===== config.mk =====
export PLATFORM = sky130hd
export DESIGN_NAME = cs_timeout_filter
export DESIGN_NICKNAME = d
export VERILOG_FILES = /design/src/rtl/cs_timeout_filter.sv
export SDC_FILE = /design/constraint.sdc
export NUM_CORES = 1
export LEC_CHECK = 0
export CAP_MARGIN = 5
export CORE_AREA = 3 3 82 76
export CTS_CLUSTER_SIZE = 24
export DETAILED_ROUTE_END_ITERATION = 10
export DIE_AREA = 0 0 85 79
export HOLD_SLACK_MARGIN = 0.06
export PLACE_DENSITY = 0.74
export SLEW_MARGIN = 20
export SYNTH_ARGS = -nofsm -noshare
export SYNTH_HDL_FRONTEND = slang
export SYNTH_SLANG_ARGS = --single-unit
export TNS_END_PERCENT = 20

===== constraint.sdc =====
create_clock -name clk -period 3.1 [get_ports clk]
set_input_delay 0.465 -clock clk [delete_from_list [all_inputs] [get_ports clk]]
set_output_delay 0.465 -clock clk [all_outputs]
set_load 0.05 [all_outputs]

===== src/rtl/cs_timeout_filter.sv =====
module cs_timeout_filter #(
  parameter int TIME_W = 16,
  parameter int TMO_W  = 12,
  parameter int CNT_W  = 16
) (
  input  logic              clk,
  input  logic              rst_n,
  input  logic [TIME_W-1:0] hit_time_i,
  input  logic              hit_valid_i,
  input  logic [TMO_W-1:0]  tmo_field_i,
  input  logic [1:0]        res_sel_i,
  input  logic              both_edges_i,
  input  logic              drop_clr_i,
  output logic [TIME_W-1:0] out_time_o,
  output logic              out_valid_o,
  output logic [CNT_W-1:0]  drop_count_o,
  output logic              cfg_error_o
);
  localparam int THR_W = TMO_W + 4;
  localparam int MW0   = (TIME_W > THR_W) ? TIME_W : THR_W;
  localparam int CMP_W = (MW0 > 14) ? MW0 : 14;
  localparam logic [CNT_W-1:0] CNT_MAX = '1;

  logic [THR_W-1:0] thr_raw;
  logic [CMP_W-1:0] thr_w, time_w, lim_w;
  logic             pass, drop;

  always_comb begin
    case (res_sel_i)
      2'd0:    thr_raw = {tmo_field_i, 4'b0};
      2'd1:    thr_raw = {1'b0, tmo_field_i, 3'b0};
      2'd2:    thr_raw = {2'b0, tmo_field_i, 2'b0};
      default: thr_raw = {3'b0, tmo_field_i, 1'b0};
    endcase
  end

  assign thr_w  = CMP_W'(thr_raw);
  assign time_w = CMP_W'(hit_time_i);
  assign lim_w  = (CMP_W'(14'd1024) << res_sel_i) >> both_edges_i;

  assign cfg_error_o = thr_w >= lim_w;
  assign pass        = time_w < thr_w;
  assign drop        = hit_valid_i && !pass;

  always_ff @(posedge clk) begin
    if (!rst_n) begin
      out_valid_o <= 1'b0;
      out_time_o  <= '0;
    end else begin
      out_valid_o <= hit_valid_i && pass;
      if (hit_valid_i && pass) out_time_o <= hit_time_i;
    end
  end

  always_ff @(posedge clk) begin
    if (!rst_n)                           drop_count_o <= '0;
    else if (drop_clr_i)                  drop_count_o <= '0;
    else if (drop && drop_count_o != CNT_MAX) drop_count_o <= drop_count_o + 1'b1;
  end

  // Limit restated in timeout units: field >= 2^(6 + 2*res - both)
  logic [TMO_W:0] unit_lim;
  assign unit_lim = (TMO_W+1)'(1) << (4'd6 + {1'b0, res_sel_i, 1'b0} - {3'b0, both_edges_i});

  assert_cfg_limit_R5: assert property (@(posedge clk) disable iff (!rst_n)
    cfg_error_o == ({1'b0, tmo_field_i} >= unit_lim));

  assert_valid_source_R10: assert property (@(posedge clk) disable iff (!rst_n)
    $past(rst_n) && out_valid_o |-> $past(hit_valid_i));

  assert_data_kept_R2: assert property (@(posedge clk) disable iff (!rst_n)
    $past(rst_n) && out_valid_o |-> out_time_o == $past(hit_time_i));

  assert_clear_R9: assert property (@(posedge clk) disable iff (!rst_n)
    $past(rst_n) && $past(drop_clr_i) |-> drop_count_o == '0);

  assert_no_wrap_R8: assert property (@(posedge clk) disable iff (!rst_n)
    $past(rst_n) && !$past(drop_clr_i) |-> drop_count_o >= $past(drop_count_o));

  assert_hold_max_R8: assert property (@(posedge clk) disable iff (!rst_n)
    $past(rst_n) && !$past(drop_clr_i) && $past(drop_count_o) == CNT_MAX |-> drop_count_o == CNT_MAX);

  assert_idle_count_R10: assert property (@(posedge clk) disable iff (!rst_n)
    $past(rst_n) && !$past(drop_clr_i) && !$past(hit_valid_i) |-> $stable(drop_count_o));
endmodule


After elaboration in Yosys (flattened, before gate mapping) --
Index checks and enable logic that the tools add are counted.
Word-level totals: logic and storage cells 19, output and inout port bits 34, input port bits 35, register bits after elaboration 33
Operators by class: shift-type cells 2, equal/unequal tests 3, bitwise gates (word level) 1, multiplexer cells 1, $add $sub $neg 1, order comparisons 2, reduce and logical (&&, ||, !) cells 6
Operator list (number):
- $pmux 16 s3 | 1
- $add 16x1->16 const B | 1
- $ge 16x16->1 | 1
- $lt 16x16->1 | 1
- $ne 16x16->1 const B | 1
- $shl 11x2->16 const A | 1
- $shr 16x1->16 | 1
- $logic_and 1x1->1 | 3
- $eq 2x1->1 const B | 1
- $eq 2x2->1 const B | 1
- $logic_not 2->1 | 1
- $reduce_or 2->1 | 1
- $logic_not 1->1 | 1
- $not 1->1 | 1

Logic depth before layout (Yosys ltp) --
word-level depth 6, gate-level depth with buffers 16, mapped depth without buffers 12

Least setup slack after synthesis --
OpenSTA, ideal clock, no wires.
path kind input to register, start input port res_sel_i[0], end register drop_count_o[1], slack -0.092 ns, cell stages on the path 14, library setup time 0.128 ns, path buffers 4, data required time 2.972 ns, data arrival time 3.064 ns, cells stage by stage buf_6 > clkbuf_1 > mux2i_1 > or2_2 > ha_1 > a21oi_1 > nand2_1 > a211o_1 > a21o_1 > o21ai_2 > buf_6 > buf_2 > mux2i_1 > nor2_1
On the way: longest elaborated chain between the ends 6, elaborated cells on any way between the ends 8, those cells by class 1 x order compare; 2 x eq/ne; 1 x mux; 4 x reduce/logical
RTL lines:
- start, declared | line 11 | input logic [1:0] res_sel_i,
- $eq 2x2->1 (tied with other cells) | line 29 | case (res_sel_i)
- $pmux 16 s3 (*) | line 29
- $lt 16x16->1 (*) | line 42 | assign pass = time_w < thr_w;
- $logic_not 1->1 (*) | line 43 | assign drop = hit_valid_i && !pass;
- $logic_and 1x1->1 (*) | line 43
- $logic_and 1x1->1 (*) | line 58 | else if (drop && drop_count_o != CNT_MAX) drop_count_o <= drop_count_o + 1'b1;
- end signal, assigned | line 58
- end, declared | line 16 | output logic [CNT_W-1:0] drop_count_o,
Every way passes the cells marked *; elsewhere a longest branch is shown, timed or not. A chain may end at the register's enable or synchronous reset.

Final worst setup path --
start input port tmo_field_i[6], end output port cfg_error_o
On the way: longest elaborated chain between the ends 2
RTL lines:
- start, declared | line 10 | input logic [TMO_W-1:0] tmo_field_i,
- $pmux 16 s3 | line 29
- $ge 16x16->1 | line 41 | assign cfg_error_o = thr_w >= lim_w;
- end, declared | line 17 | output logic cfg_error_o
Every way passes these cells.

==> results <==
- The area of the core is 5350 µm².
- The startpoint identified for the worst hold timing path is drop_count_o[11].
- The endpoint of the worst-slack reg-to-reg timing path is drop_count_o[1].
- STA puts the critical path data arrival time at 2.50 ns.
- Traced cell by cell, the critical path runs through clkdlybuf4s50_1 -> mux2_2 -> o21a_1 -> buf_4 -> ha_1 -> a21o_1 -> a21oi_2 -> o2111ai_2 -> buf_12.
- The register bit total from synthesis is 33.
- Yosys mapped the design onto 43 distinct sky130hd cell types.
- In this run the worst setup path begins at tmo_field_i[6].
- The number of antenna violations at the first check in global routing came to 0.
- For this design, the sink count on the clock tree is 33.
- The TritonCTS clock tree is built.
- The area of the die is 6720 µm².
- The leakage power of the design is 1.32 nW.
- In this run the worst path has a maximum fanout of 3.
- The routed layout has 2,132 vias.
- Setup repair after global routing left no endpoint under its margin.
- The measured slew at the worst slew-check pin is 0.539 ns.
- The cell depth of the worst flop-to-flop path is 7.
- The Yosys step of the flow raised 0 warnings.
- After layout, the worst setup slack is 0.137 ns.
- The startpoint of the most critical register-to-register path is drop_count_o[2].
- The number of max-slew violations in the final report is 0.
- Summed over all nets, wire length on met3 after detailed routing comes to 337 µm.
- The sum of routed wire length over all layers is 5.99 mm.
- Measured along the x axis, the die boundary spans 85 µm.
- Counting along the longest clock path gives a buffer depth of 2.
- The diode insertion count for antenna repair is 0.
- The met1 routed wirelength after detailed routing is 2.73 mm.
- The kind of critical path is primary input to output pin.
- The reported max-cap violation count is 0.
- Setup violations remaining at the end of the flow were counted as 0.
- The number of filler instances in the final layout is 454.
- The die boundary height is 79 µm.
- The worst slew slack as a fraction of its limit is 0.636.
- Counting I/O delays and the setup requirement, the final critical path takes 2.96 ns.
- The count of flip-flops with a built-in enable after synthesis is 0.
- The number of nets in the synthesized netlist is 299.
- The final hold violation count was 0.
- The number of cell rows is 25.
- The detailed-routing iteration count for the pre-antenna-repair pass is 4.
- Sorting the synthesized cells by area gives the leading types as sky130_fd_sc_hd__dfxtp_1 (30%), sky130_fd_sc_hd__mux2i_1 (12%), sky130_fd_sc_hd__ha_1 (9.8%).
- The commonest cells after synthesis are sky130_fd_sc_hd__dfxtp_1 (33), sky130_fd_sc_hd__mux2i_1 (25), sky130_fd_sc_hd__nor2b_1 (20), sky130_fd_sc_hd__nand2_1 (19), sky130_fd_sc_hd__ha_1 (17).
- The HPWL after detailed placement is 4.49 mm.
- The number of buffers created by CTS is 5.
- In the synthesized netlist the dominant register cell turns out to be sky130_fd_sc_hd__dfxtp_1.
- The initial utilization of the core area, before any placement, comes to 0.406.
- The flow ran to the end, and the final reports show no timing, DRC or antenna violations.
- The path class of the tightest hold or removal check is flip-flop to flip-flop.
- Dividing the final minimum period by the clock period gives 0.956.
- The register-to-register setup slack is 1.07 ns.
- Following the worst setup path forward leads to its endpoint at cfg_error_o.
- The worst-skew pair later-pin latency is 0.28 ns.
- The number of port buffers is 68.
- The mean routed wirelength per cell is 14.8 µm.
- The total power is 0.00124 W.
- The post-synthesis sequential area ratio is 0.304.
- The share of final-layout standard cells stronger than drive strength 1 is 0.172.
- The first global-routing pass estimated 9.60 mm of wire.
- In this design, the stage delay of the slowest critical-path cell is 0.44 ns.
- The number of DRC violations after detailed routing is 0.
- The synthesized design spends more area on one cell type than any other, namely sky130_fd_sc_hd__dfxtp_1.
- IR analysis of the VDD net gives a maximum drop of 0.000302 V.
- STA classifies the critical path endpoint as an output pin.
- In this run the count of I/O pins placed on the die edge is 69.
- The post-synthesis cell count is 247.
- The number of routed nets with antenna violations is 0.
- The routed length on met2 is 2.87 mm.
- Summed over all layers, the global routing overflow is 0.
- The setup slack after placement is -0.384 ns.
- The worst clock skew on the final layout is 0.00365 ns.
- The H-tree depth reported by CTS is 2.
- The area growth from synthesis to layout is 50.7%.
- The final layout contains 389 nets.
- The vias per cell is 5.26.
- The highest signal layer in the routed design is met4.
- After clock tree synthesis, the clock-pin slew on the worst setup and hold paths is 0.07 ns.
- Entering global routing, the biggest net connects 27 pins.
- The cell with the largest stage delay on the worst path is sky130_fd_sc_hd__clkdlybuf4s50_1.
- The detailed router finished its first iteration with 83 violations.
- The startpoint type of the worst setup path is a primary input.
- The power density over the cells is 380 nW/µm².
- STA puts the critical path data required time at 2.63 ns.
- Of the post-synthesis cell area, the dominant cell type holds 0.304.
- At the end of routability-driven placement, the weighted congestion stood at 0.859.
- For this run, the top clock speed supported by timing is 337 MHz.
- The async set or reset register ratio after synthesis is 0.
- The most frequently used cell type in the post-synthesis netlist is sky130_fd_sc_hd__dfxtp_1.
- The average size of a mapped cell is 8.80 µm².
- The synthesized area is 2170 µm².
- The aggregate global-route resource usage is 0.176.
- The cell sitting at the root of the clock tree is a sky130_fd_sc_hd__clkbuf_8.
- The total negative setup slack is 0 ns.
- The via count of the first global-routing pass is 2,012.
power by group:
group | leakage, nW | internal (W) | total (W) | switching (W)
logic | 1.00 | 0.000184 | 0.000375 | 0.000191
registers | 0.268 | 0.000438 | 0.000446 | 0.00000788
clock network | 0.0574 | 0.000261 | 0.000423 | 0.000162
registers in the layout (all words and copies together) (netlist names):
| signal | flops |
|---|---|
| out_time_o | 16 |
| drop_count_o | 16 |
| out_valid_o | 1 |
critical path, delay by kind of cell:
family,cells,cell delay [ns]
buffers and inverters,3,0.76
AOI/OAI and AO/OA,4,0.70
adders and majority gates,1,0.26
muxes,1,0.29
layer usage:
layer,vias up,GRT usage
li1,1077,-
met1,996,0.240
met2,54,0.280
met3,5,0.0353
met4,0,0.0522
met5,-,0
layout by cell type (no fill, tap or decap), drive strengths merged, types with 4 or more instances in the layout:
cell type	n
or3	8
nand3	10
dlymetal6s2s	4
clkbuf	7
nor2	12
nor2b	20
buf	29
nand2	19
mux2i	25
inv	8
o211ai	4
nand4	4
dfxtp	33
clkdlybuf4s50	61
mux2	6
or4	5
and3	4
a21oi	16
ha	17
o21ai	11
worst min-delay path by stage:
| stage | slack, ns | endpoint | cells past startpoint |
|---|---|---|---|
| after floorplan | 0.63 | out_time_o[10] | 2 |
| after global placement | 0.49 | drop_count_o[5] | 2 |
| after detailed placement | 0.50 | drop_count_o[11] | 2 |
| after CTS | 0.51 | drop_count_o[11] | 2 |
| after global routing | 0.54 | out_time_o[9] | 2 |
| final | 0.51 | drop_count_o[11] | 2 |
repair_timing:
action / 4_1_cts / 5_1_grt
setup buffers: 0 / 0
hold buffers: 0 / 0
gates resized for setup: 6 / 16
endpoints found under the setup margin: 20 / 23
pin swaps: 1 / 5
cloned: 1 / 1
final cells by class:
class / count / area (µm²) / area share
clock inverters: 2 / 37.5 / 0.0115
multi-input cells: 193 / 1460 / 0.444
well taps: 67 / 83.8 / 0.0256
inverters: 8 / 30.0 / 0.00917
repair buffers: 96 / 926 / 0.283
flip-flops and latches: 33 / 661 / 0.202
clock buffers: 6 / 82.6 / 0.0252
through the flow:
step,utilization,area (µm²),hold slack [ns],instances
CTS,0.603,3220,0.513,404
detailed placement,0.576,3080,0.500,395
floorplan,-,2170,0.634,247
finish,0.612,3280,0.505,405
global placement,0.576,3080,0.486,395
global route,0.612,3280,0.542,405
logic make-up (layout without fill, tap and decap cells):
kind of cell	count (synthesis)	count (layout)	share of synthesized area
AO/OA/AOI/OAI	45	45	0.130
XOR/XNOR	4	4	0.0161
adder cells (fa/ha/maj)	18	18	0.103
buffers and inverters	21	112	0.0495
flip-flops	33	33	0.304
multiplexers	32	32	0.157
AND/OR/NAND/NOR	94	94	0.241
Power figures use the tool's default switching activity.
